## src/rtl/pmio_pkg.sv

```systemverilog
package pmio_pkg;
  typedef enum logic [1:0] {REG_CELL = 2'd0, REG_IO = 2'd1, REG_BOOT = 2'd2, REG_RAW = 2'd3} region_e;
  typedef enum logic [1:0] {SRC_CELL = 2'd0, SRC_RAW = 2'd1, SRC_DIRECT = 2'd2} src_e;
  localparam int IO_TX   = 0;
  localparam int IO_RX   = 1;
  localparam int IO_STAT = 2;
  localparam int IO_CFG  = 3;
endpackage

```

## src/rtl/pmio_decode.sv

```systemverilog
module pmio_decode
  import pmio_pkg::*;
#(
  parameter int ADDR_W = 11,
  parameter int TIER   = 256
) (
  input  logic [ADDR_W-1:0] addr,
  output region_e           region
);
  localparam logic [ADDR_W-1:0] LIM_CELL = ADDR_W'(TIER);
  localparam logic [ADDR_W-1:0] LIM_IO   = ADDR_W'(2 * TIER);
  localparam logic [ADDR_W-1:0] LIM_BOOT = ADDR_W'(4 * TIER);

  always_comb begin
    if (addr < LIM_CELL)      region = REG_CELL;
    else if (addr < LIM_IO)   region = REG_IO;
    else if (addr < LIM_BOOT) region = REG_BOOT;
    else                      region = REG_RAW;
  end
endmodule

```

## src/rtl/pmio_ram.sv

```systemverilog
module pmio_ram #(
  parameter int DATA_W = 8,
  parameter int DEPTH  = 256,
  localparam int AW    = $clog2(DEPTH)
) (
  input  logic              clk,
  input  logic              we,
  input  logic [AW-1:0]     addr,
  input  logic [DATA_W-1:0] wdata,
  output logic [DATA_W-1:0] rq
);
  logic [DATA_W-1:0] mem [DEPTH];

  // single port, read-before-write, registered read
  always_ff @(posedge clk) begin
    if (we) mem[addr] <= wdata;
    rq <= mem[addr];
  end
endmodule

```

## src/rtl/pmio_cells.sv

```systemverilog
module pmio_cells #(
  parameter int DATA_W = 8,
  parameter int DEPTH  = 256,
  localparam int AW    = $clog2(DEPTH)
) (
  input  logic              clk,
  input  logic              rst,
  input  logic [AW-1:0]     idx,
  input  logic              we,
  input  logic [DATA_W-1:0] wdata,
  output logic              full,
  output logic [DATA_W-1:0] rq
);
  logic [DEPTH-1:0] present;

  pmio_ram #(.DATA_W(DATA_W), .DEPTH(DEPTH)) i_store (
    .clk(clk), .we(we), .addr(idx), .wdata(wdata), .rq(rq)
  );

  always_ff @(posedge clk) begin
    if (rst)     present <= '0;
    else if (we) present[idx] <= 1'b1;
  end

  assign full = present[idx];
endmodule

```

## src/rtl/pmio_io.sv

```systemverilog
module pmio_io
  import pmio_pkg::*;
#(
  parameter int DATA_W = 8,
  parameter int OFF_W  = 8
) (
  input  logic              clk,
  input  logic              rst,
  input  logic              wr_en,
  input  logic              rx_take,
  input  logic [OFF_W-1:0]  off,
  input  logic [DATA_W-1:0] wdata,
  input  logic              dev_valid,
  input  logic [DATA_W-1:0] dev_data,
  input  logic              rx_wait,
  input  logic              tx_busy,
  output logic              rx_full_eff,
  output logic [DATA_W-1:0] rx_data_eff,
  output logic [DATA_W-1:0] status,
  output logic              tx_valid,
  output logic [DATA_W-1:0] tx_data,
  output logic [DATA_W-1:0] cfg
);
  logic              rx_full;
  logic [DATA_W-1:0] rx_q;

  always_ff @(posedge clk) begin
    if (rst) begin
      rx_full <= 1'b0;
      rx_q    <= '0;
    end else if (rx_take) begin
      rx_full <= 1'b0;
    end else if (dev_valid && !rx_wait) begin
      rx_full <= 1'b1;
      rx_q    <= dev_data;
    end
  end

  always_ff @(posedge clk) begin
    if (rst) begin
      tx_valid <= 1'b0;
      tx_data  <= '0;
      cfg      <= '0;
    end else begin
      tx_valid <= wr_en && (off == OFF_W'(IO_TX));
      if (wr_en && (off == OFF_W'(IO_TX)))  tx_data <= wdata;
      if (wr_en && (off == OFF_W'(IO_CFG))) cfg <= wdata;
    end
  end

  assign rx_full_eff = rx_full | dev_valid;
  assign rx_data_eff = dev_valid ? dev_data : rx_q;
  assign status      = DATA_W'({tx_busy, rx_full});
endmodule

```

## src/rtl/pmio_front.sv

```systemverilog
module pmio_front
  import pmio_pkg::*;
#(
  parameter int ADDR_W    = 11,
  parameter int DATA_W    = 8,
  parameter int TAG_W     = 4,
  parameter int TIER      = 256,
  parameter int RAW_DEPTH = 256
) (
  input  logic              clk,
  input  logic              rst,
  input  logic              req_valid,
  output logic              req_ready,
  input  logic              req_write,
  input  logic [ADDR_W-1:0] req_addr,
  input  logic [DATA_W-1:0] req_wdata,
  input  logic [TAG_W-1:0]  req_tag,
  output logic              rsp_valid,
  output logic              rsp_refused,
  output logic [DATA_W-1:0] rsp_data,
  output logic [TAG_W-1:0]  rsp_tag,
  output logic              boot_wr_err,
  input  logic              dev_rx_valid,
  input  logic [DATA_W-1:0] dev_rx_data,
  input  logic              tx_busy,
  output logic              tx_valid,
  output logic [DATA_W-1:0] tx_data,
  output logic [DATA_W-1:0] cfg_out
);
  localparam int IDX_W  = $clog2(TIER);
  localparam int BOOT_W = IDX_W + 1;
  localparam int RAW_IW = $clog2(RAW_DEPTH);

  region_e           region;
  logic [IDX_W-1:0]  idx;
  logic              acc, is_rd, is_wr;
  logic              cell_full, rx_full_eff;
  logic [DATA_W-1:0] cell_q, raw_q, rx_data_eff, status, boot_val;
  logic              cell_rd, rx_rd, want_defer, park, refuse;
  logic              dev_answer, cell_answer, rx_wait;
  logic              slot_busy, slot_rx;
  logic [IDX_W-1:0]  slot_idx;
  logic [TAG_W-1:0]  slot_tag;
  logic              nxt_valid;
  src_e              nxt_src, src_q;
  logic [DATA_W-1:0] nxt_data, direct_q;
  logic [TAG_W-1:0]  nxt_tag;

  pmio_decode #(.ADDR_W(ADDR_W), .TIER(TIER)) i_decode (.addr(req_addr), .region(region));

  assign idx      = req_addr[IDX_W-1:0];
  assign rx_wait  = slot_busy && slot_rx;
  assign dev_answer = rx_wait && dev_rx_valid;
  assign req_ready  = !dev_answer;
  assign acc      = req_valid && req_ready;
  assign is_rd    = acc && !req_write;
  assign is_wr    = acc && req_write;
  assign cell_rd  = is_rd && (region == REG_CELL);
  assign rx_rd    = is_rd && (region == REG_IO) && (idx == IDX_W'(IO_RX));
  assign want_defer = (cell_rd && !cell_full) || (rx_rd && !rx_full_eff);
  assign park     = want_defer && !slot_busy;
  assign refuse   = want_defer && slot_busy;
  assign cell_answer = is_wr && (region == REG_CELL) && slot_busy && !slot_rx && (slot_idx == idx);
  assign boot_val = DATA_W'(req_addr[BOOT_W-1:0]) * DATA_W'(7) + DATA_W'(3);

  pmio_cells #(.DATA_W(DATA_W), .DEPTH(TIER)) i_cells (
    .clk(clk), .rst(rst), .idx(idx), .we(is_wr && (region == REG_CELL)),
    .wdata(req_wdata), .full(cell_full), .rq(cell_q)
  );

  pmio_ram #(.DATA_W(DATA_W), .DEPTH(RAW_DEPTH)) i_raw (
    .clk(clk), .we(is_wr && (region == REG_RAW)), .addr(req_addr[RAW_IW-1:0]),
    .wdata(req_wdata), .rq(raw_q)
  );

  pmio_io #(.DATA_W(DATA_W), .OFF_W(IDX_W)) i_io (
    .clk(clk), .rst(rst), .wr_en(is_wr && (region == REG_IO)),
    .rx_take(rx_rd && rx_full_eff), .off(idx), .wdata(req_wdata),
    .dev_valid(dev_rx_valid), .dev_data(dev_rx_data), .rx_wait(rx_wait),
    .tx_busy(tx_busy), .rx_full_eff(rx_full_eff), .rx_data_eff(rx_data_eff),
    .status(status), .tx_valid(tx_valid), .tx_data(tx_data), .cfg(cfg_out)
  );

  // deferred-read slot
  always_ff @(posedge clk) begin
    if (rst) begin
      slot_busy <= 1'b0;
      slot_rx   <= 1'b0;
      slot_idx  <= '0;
      slot_tag  <= '0;
    end else if (dev_answer || cell_answer) begin
      slot_busy <= 1'b0;
    end else if (park) begin
      slot_busy <= 1'b1;
      slot_rx   <= (region == REG_IO);
      slot_idx  <= idx;
      slot_tag  <= req_tag;
    end
  end

  // response selection
  always_comb begin
    nxt_valid = 1'b0;
    nxt_src   = SRC_DIRECT;
    nxt_data  = '0;
    nxt_tag   = req_tag;
    if (dev_answer) begin
      nxt_valid = 1'b1;
      nxt_data  = dev_rx_data;
      nxt_tag   = slot_tag;
    end else if (cell_answer) begin
      nxt_valid = 1'b1;
      nxt_data  = req_wdata;
      nxt_tag   = slot_tag;
    end else if (is_rd) begin
      unique case (region)
        REG_CELL: begin
          nxt_valid = cell_full;
          nxt_src   = SRC_CELL;
        end
        REG_IO: begin
          if (idx == IDX_W'(IO_RX)) begin
            nxt_valid = rx_full_eff;
            nxt_data  = rx_data_eff;
          end else begin
            nxt_valid = 1'b1;
            if (idx == IDX_W'(IO_STAT)) nxt_data = status;
          end
        end
        REG_BOOT: begin
          nxt_valid = 1'b1;
          nxt_data  = boot_val;
        end
        default: begin
          nxt_valid = 1'b1;
          nxt_src   = SRC_RAW;
        end
      endcase
    end
  end

  always_ff @(posedge clk) begin
    if (rst) begin
      rsp_valid   <= 1'b0;
      rsp_refused <= 1'b0;
      rsp_tag     <= '0;
      src_q       <= SRC_DIRECT;
      direct_q    <= '0;
      boot_wr_err <= 1'b0;
    end else begin
      rsp_valid   <= nxt_valid;
      rsp_refused <= refuse;
      rsp_tag     <= nxt_tag;
      src_q       <= nxt_src;
      direct_q    <= nxt_data;
      boot_wr_err <= is_wr && (region == REG_BOOT);
    end
  end

  assign rsp_data = (src_q == SRC_CELL) ? cell_q : (src_q == SRC_RAW) ? raw_q : direct_q;
endmodule

```

## config.mk

```make
export PLATFORM = sky130hd
export DESIGN_NAME = pmio_front
export DESIGN_NICKNAME = d
export VERILOG_FILES = /design/src/rtl/pmio_pkg.sv /design/src/rtl/pmio_decode.sv /design/src/rtl/pmio_ram.sv /design/src/rtl/pmio_cells.sv /design/src/rtl/pmio_io.sv /design/src/rtl/pmio_front.sv
export SDC_FILE = /design/constraint.sdc
export NUM_CORES = 2
export LEC_CHECK = 0
export BUFFER_PORTS_ARGS = -buffer_cell sky130_fd_sc_hd__buf_4
export CAP_MARGIN = 40
export CORE_MARGIN = 2
export CORE_UTILIZATION = 23
export DETAILED_ROUTE_END_ITERATION = 8
export PLACE_DENSITY_LB_ADDON = 0.3
export SLEW_MARGIN = 25
export SYNTH_ARGS = -nofsm -noshare
export SYNTH_HDL_FRONTEND = slang
export SYNTH_HIERARCHICAL = 1
export SYNTH_SLANG_ARGS = --single-unit
```

## constraint.sdc

```tcl
create_clock -name clk -period 5.9 [get_ports clk]
set_input_delay 1.475 -clock clk [delete_from_list [all_inputs] [get_ports clk]]
set_output_delay 1.475 -clock clk [all_outputs]
set_load 0.01 [all_outputs]
```

Word-level counts from Yosys, hierarchy flattened
Memories as Yosys holds them, arrays and structs flattened. A register that Yosys moved wholly into a read port is not among the register bits. Cells that the tools add are included.

Mux-type cells: 28. $lt $le $gt $ge: 5. Add/subtract/negate cells: 1. Bitwise logic cells: 5. Equal/unequal tests: 8. Reductions and logical operators: 42. Multiply operators: 1.

Operators by type and width (count): OR 256 bit (1); 2-to-1 mux 8 bit (7); logical AND 1 bit (24); equality test 8 x 2 -> 1 bit (second input constant) (2); one-hot mux 8 bit (2 select lines) (1); < comparator 11 x 10 -> 1 bit (second input constant) (1); < comparator 11 bit (second input constant) (1); < comparator 11 x 9 -> 1 bit (second input constant) (1); 2-to-1 mux 1 bit (11); < comparator 8 x 9 -> 1 bit (second input constant) (1); adder 8 x 2 -> 8 bit (second input constant) (1); binary-select mux 1 bit (select 8 bit) (1); demux 1 bit (select 8 bit) (1); equality test 8 x 1 -> 1 bit (second input constant) (1); equality test 8 bit (1); greater-or-equal comparator 8 x 1 -> 1 bit (second input constant) (1); zero test 8 bit (1); multiplier 8 x 3 -> 8 bit (second input constant) (1); 2-to-1 mux 4 bit (2); zero test 1 bit (7); 2-to-1 mux 2 bit (3); OR reduction 2 bit (3); equality test 2 x 1 -> 1 bit (second input constant) (2); equality test 2 bit (second input constant) (2); other kinds (8) (13).

Register bits: 313. Word-level logic and storage cells: 108. Input port bits: 37. Memories: 2. RAM bits: 4096.

Memory list: i_cells.i_store.mem (depth 256, bits a word 8, read ports 1, clocked after Yosys merged registers in 1, wr ports 1, RTL line pmio_ram.sv:12) `logic [DATA_W-1:0] mem [DEPTH];`; i_raw.mem (depth 256, bits a word 8, read ports 1, clocked after Yosys merged registers in 1, wr ports 1, RTL line pmio_ram.sv:12).

Longest topological paths before layout
Word-level depth: 12. Mapped depth: 15. Mapped depth without buffers: 11.

Cells and area by module
Netlist, hierarchy kept.

By module, submodules not included: pmio_ram (instances 2, cells each 3547, area an instance 78492.8 um^2); pmio_cells (instances 1, cells each 1030, area an instance 9858.2 um^2); pmio_front (instances 1, cells each 274, area an instance 2369.8 um^2); pmio_io (instances 1, cells each 119, area an instance 1241.2 um^2); pmio_decode (instances 1, cells each 3, area an instance 17.5 um^2).

Worst setup path after synthesis
OpenSTA, ideal clock, no wires.

Path kind: in2reg. Start point: input req_addr[1]. End point: register slot_idx[0]. Slack: 1.566 ns. Cell stages on the path: 15. Buffers on the path: 4. Arrival time: 4.207 ns. Required time: 5.772 ns. Cell sequence: buf_2 buf_2 buf_1 mux4_2 a22oi_1 a21oi_1 nor4_1 o22ai_1 or3_1 nor2b_1 a41oi_2 nor3_4 buf_6 mux2i_1 nor2_1.

Elaborated cells on any way between the ends: 27.

RTL lines: start, declared (RTL line pmio_front.sv:15) `input logic [ADDR_W-1:0] req_addr,`; binary-select mux 1 bit (select 8 bit) (RTL line pmio_cells.sv:25) `assign full = present[idx];`; 2-to-1 mux 1 bit (not written as such) (RTL line pmio_cells.sv:25); named net cell_full (RTL line pmio_front.sv:37) `logic cell_full, rx_full_eff;`; zero test 1 bit (RTL line pmio_front.sv:60) `assign want_defer = (cell_rd && !cell_full) || (rx_rd && !rx_full_eff);`; logical AND 1 bit (RTL line pmio_front.sv:60); logical OR 1 bit (RTL line pmio_front.sv:60); logical AND 1 bit (RTL line pmio_front.sv:61) `assign park = want_defer && !slot_busy;`; AND reduction 2 bit (no line); end signal, assigned (RTL line pmio_front.sv:96) `slot_idx <= idx;`; end, declared (RTL line pmio_front.sv:42) `logic [IDX_W-1:0] slot_idx;`.

The timed path passes the listed nets, and every way through them passes these cells. The select of a mux whose other input is x is not followed. A chain may end at the register's enable or synchronous reset.

Worst setup path after layout
Start point: input req_addr[0]. End point: register slot_tag[1].

Elaborated cells on any way between the ends: 27.

RTL lines: binary-select mux 1 bit (select 8 bit) (RTL line pmio_cells.sv:25); 2-to-1 mux 1 bit (not written as such) (RTL line pmio_cells.sv:25); named net cell_full (RTL line pmio_front.sv:37); zero test 1 bit (RTL line pmio_front.sv:60); logical AND 1 bit (RTL line pmio_front.sv:60); logical OR 1 bit (RTL line pmio_front.sv:60); logical AND 1 bit (RTL line pmio_front.sv:61); AND reduction 2 bit (no line); end signal, assigned (RTL line pmio_front.sv:97) `slot_tag <= req_tag;`; end, declared (RTL line pmio_front.sv:43) `logic [TAG_W-1:0] slot_tag;`.

The timed path passes the listed nets, and every way through them passes these cells. The select of a mux whose other input is x is not followed.

==> key figures <==
Die
  • Initial Util: between 20 and 25%
  • Die height: 865 um
  • Num ports: 70
  • Num rows: 316
  • Die Wd: 865 um
  • Die area: 0.748 mm2
  • Core Area: approximately 0.74 mm2

Clock network
  • CTS sink cnt: 4425
  • Setup bufs post-CTS: 0
  • CTS tree: yes
  • Clk buf depth: 4
  • CTS root buf: clkbuf_16
  • Clk Latency, worst-skew pair: 1.05 ns
  • Post-CTS Hold Buffers: 0
  • Clock transition at path regs: 0.06 ns
  • CTS H-tree depth: 5
  • PostCTS Resize Cnt: 0
  • TritonCTS buffer count: 444

Route
  • DRT Pass-1 Iters: 6
  • Drt drc: 0
  • WL/cell: 24.2 um
  • Antenna-violating nets left: 0
  • Via count: 86600
  • DR iter-0 viols: ~8600
  • Routed vias/inst: 4.41
  • Final wirelength: between 400000 and 500000 um

Cells and area
  • Ratio of cells with drive above 1 in the final layout: 28.7%
  • Layout net count: roughly 9400
  • Fill cells: roughly 74000
  • Fin util: 27.5%
  • Synthesis-to-finish area growth: 19.4%
  • Fin cells: slightly below 20000
  • Commonest non-fill, non-tap cell in the layout: edfxtp_1
  • Area of the multi-input gates: 0.0384 mm2
  • Seq. cell area: 0.130 mm2
  • Most frequent cells in the layout: 4096 x edfxtp_1, 1083 x mux4_2, 863 x buf_4

Worst setup path
  • Crit path required time: 6.83 ns
  • CP cell instances: buf_16, mux4_2, a22oi_1, a21oi_1, nor4_1, o22ai_1, or3_1, nor2b_1, a41oi_2, nor3_4, buf_4, mux2i_1
  • Critical path capture point type: flip-flop
  • Max stage delay on crit path: 0.65 ns
  • Slowest cell on the critical path: nor4_1
  • Crit path buffers/inverters: 2
  • Crit path kind: input port to flip-flop
  • Critical path's top delay family: simple AND/OR/NAND/NOR gates
  • CP Max Fanout: 71
  • CP arrival: 5.73 ns
  • Startpoint types: input port

Synth
  • Seq/Total Area, Yosys: 76.0%
  • Top FF cell, synth: edfxtp_1
  • Instance count of the mapped netlist: ~8500
  • Syn_area_per_cell: between 20 and 25 um2
  • Register bit count reported by yosys: 4425
  • YS warnings: 6
  • Mapped cell area: ~0.17 mm2
  • Synth async-reset ratio: 0%
  • Number of distinct library cells after synthesis: 69
  • Post-synth EDFFs: 4096

Timing
  • RSZ-0062 raised after global routing: false
  • Part of the cycle the worst path needs: roughly 81%
  • # setup viols final: 0
  • Worst setup slack after layout: 1.10 ns
  • Fmax: 0.208 GHz
  • Fin. max-slew vios: 0
  • Clk_skew: 0.0657 ns
  • Slew @ Worst Pin: 1.05 ns
  • Crit path time final: a little under 5 ns
  • Fin. Hold Viols: 0
  • Slew HR: 30.2%

Global route
  • Global-route total usage across every layer: 12.2%
  • Largest net degree at the start of global routing: 189
  • First-pass GRT wire length: 677000 um
  • Total grt overflow: 0
  • Vias in the first global route: 88400
  • Initial antenna violation count: 26

Power and ir drop
  • Pwr Density: 326 mW/mm2
  • Worst VDD drop: 277 uV
  • Leakage power: approximately 0.063 uW
  • Total power: ~66000 uW

Placement
  • Pre-CTS setup slack: 0.0879 ns
  • Dpl hpwl: 286000 um
  • Dpl cells: around 19000
  • Routability cong.: around 0.76
  • PortBufs: 69

Run status
  • Status: finished clean

Worst hold path
  • Hold crit path type: flip-flop to flip-flop

Flow run
  • Max_cap viols: 0
[path summary, 6_finish.rpt]
kind	slack, ns	from	end	depth (start not counted)
hold / removal	0.46	i_cells/present[154]	i_cells/present[154]	2
hold reg to reg	0.46	i_cells/present[154]	i_cells/present[154]	2
setup reg to reg	1.93	i_cells/present[95]	slot_tag[1]	11
setup / recovery	1.10	req_addr[0]	slot_tag[1]	12
[final cells by class]
type | count | share of cell area [%]
Antenna cell | 9 | 0.0111
Tap cell | 9858 | 6.06
Inverter | 26 | 0.0504
Clock inverter | 296 | 1.53
Multi-Input combinational cell | 3496 | 18.8
Sequential cell | 4425 | 63.7
Timing Repair Buffer | 963 | 4.06
Clock buffer | 540 | 5.78
[cell families after synthesis]
logic type,count (synthesis),synth area share (%)
buf+inv,604,1.67
mux,1145,14.7
compound gates,1192,4.48
other cells,1,0.00220
flops,4425,76.0
xor+xnor,14,0.0800
simple gates,1113,2.81
fa+ha+maj,26,0.217
[cell usage after synthesis (8+ instances only)]
master / n / area (um2)
buf_2: 85 / 425
mux4_2: 1083 / 24400
nand2_1: 91 / 342
nand3_1: 30 / 150
dfxtp_1: 329 / 6590
buf_1: 39 / 146
mux2i_1: 49 / 490
and2_1: 10 / 62.6
nor2b_1: 17 / 106
edfxtp_1: 4096 / 123000
o41ai_1: 64 / 561
a21oi_1: 540 / 2700
nor2_1: 775 / 2910
ha_1: 20 / 250
a22oi_1: 548 / 4110
clkbuf_1: 371 / 1390
mux2_2: 8 / 90.1
xnor2_1: 11 / 96.3
nand2b_1: 50 / 313
inv_1: 25 / 93.8
nand4_1: 18 / 113
nor3_1: 74 / 370
o21ai_0: 17 / 85.1
buf_4: 43 / 323
buf_6: 38 / 428
[worst min-delay path, cell delays in order, from the launching register on]
cell     delay [ns]
dfxtp_1        0.32
a21oi_1        0.04
nor2_1         0.07
[layer usage]
layer  vias up  track usage (%)  share of wire (%)
li1      36800                -                  -
met1     46700             17.5                 45
met2      2432             19.8                 47
met3       582             1.66                5.3
met4         2             2.81                2.3
met5         -                0             0.0027
[state kept, by name, indices dropped and copies added (netlist names), 4 cells and up]
name,cells
i_io/rx_q,8
i_cells/i_store/mem,2048
slot_idx,8
i_cells/i_store/rq,8
i_raw/rq,8
i_raw/mem,2048
i_io/tx_data,8
slot_tag,4
i_cells/present,256
direct_q,8
rsp_tag,4
i_io/cfg,8
[metrics by stage]
stage,setup TNS [ns],instance area [um2],hold WS (ns)
global placement,-0.468,188000,0.441
global route,0,204000,0.474
floorplan,0,170000,0.428
CTS,0,203000,0.465
detailed placement,0,188000,0.449
finish,0,204000,0.462
[where the power goes]
group	internal (uW)	total (uW)	switching (uW)
Combinational	1080	3130	2050
Sequential	34300	34300	58.1
Clock	16600	29000	12400
Total	52000	66400	14500
Note: power is estimated with default switching activity, not from simulation.
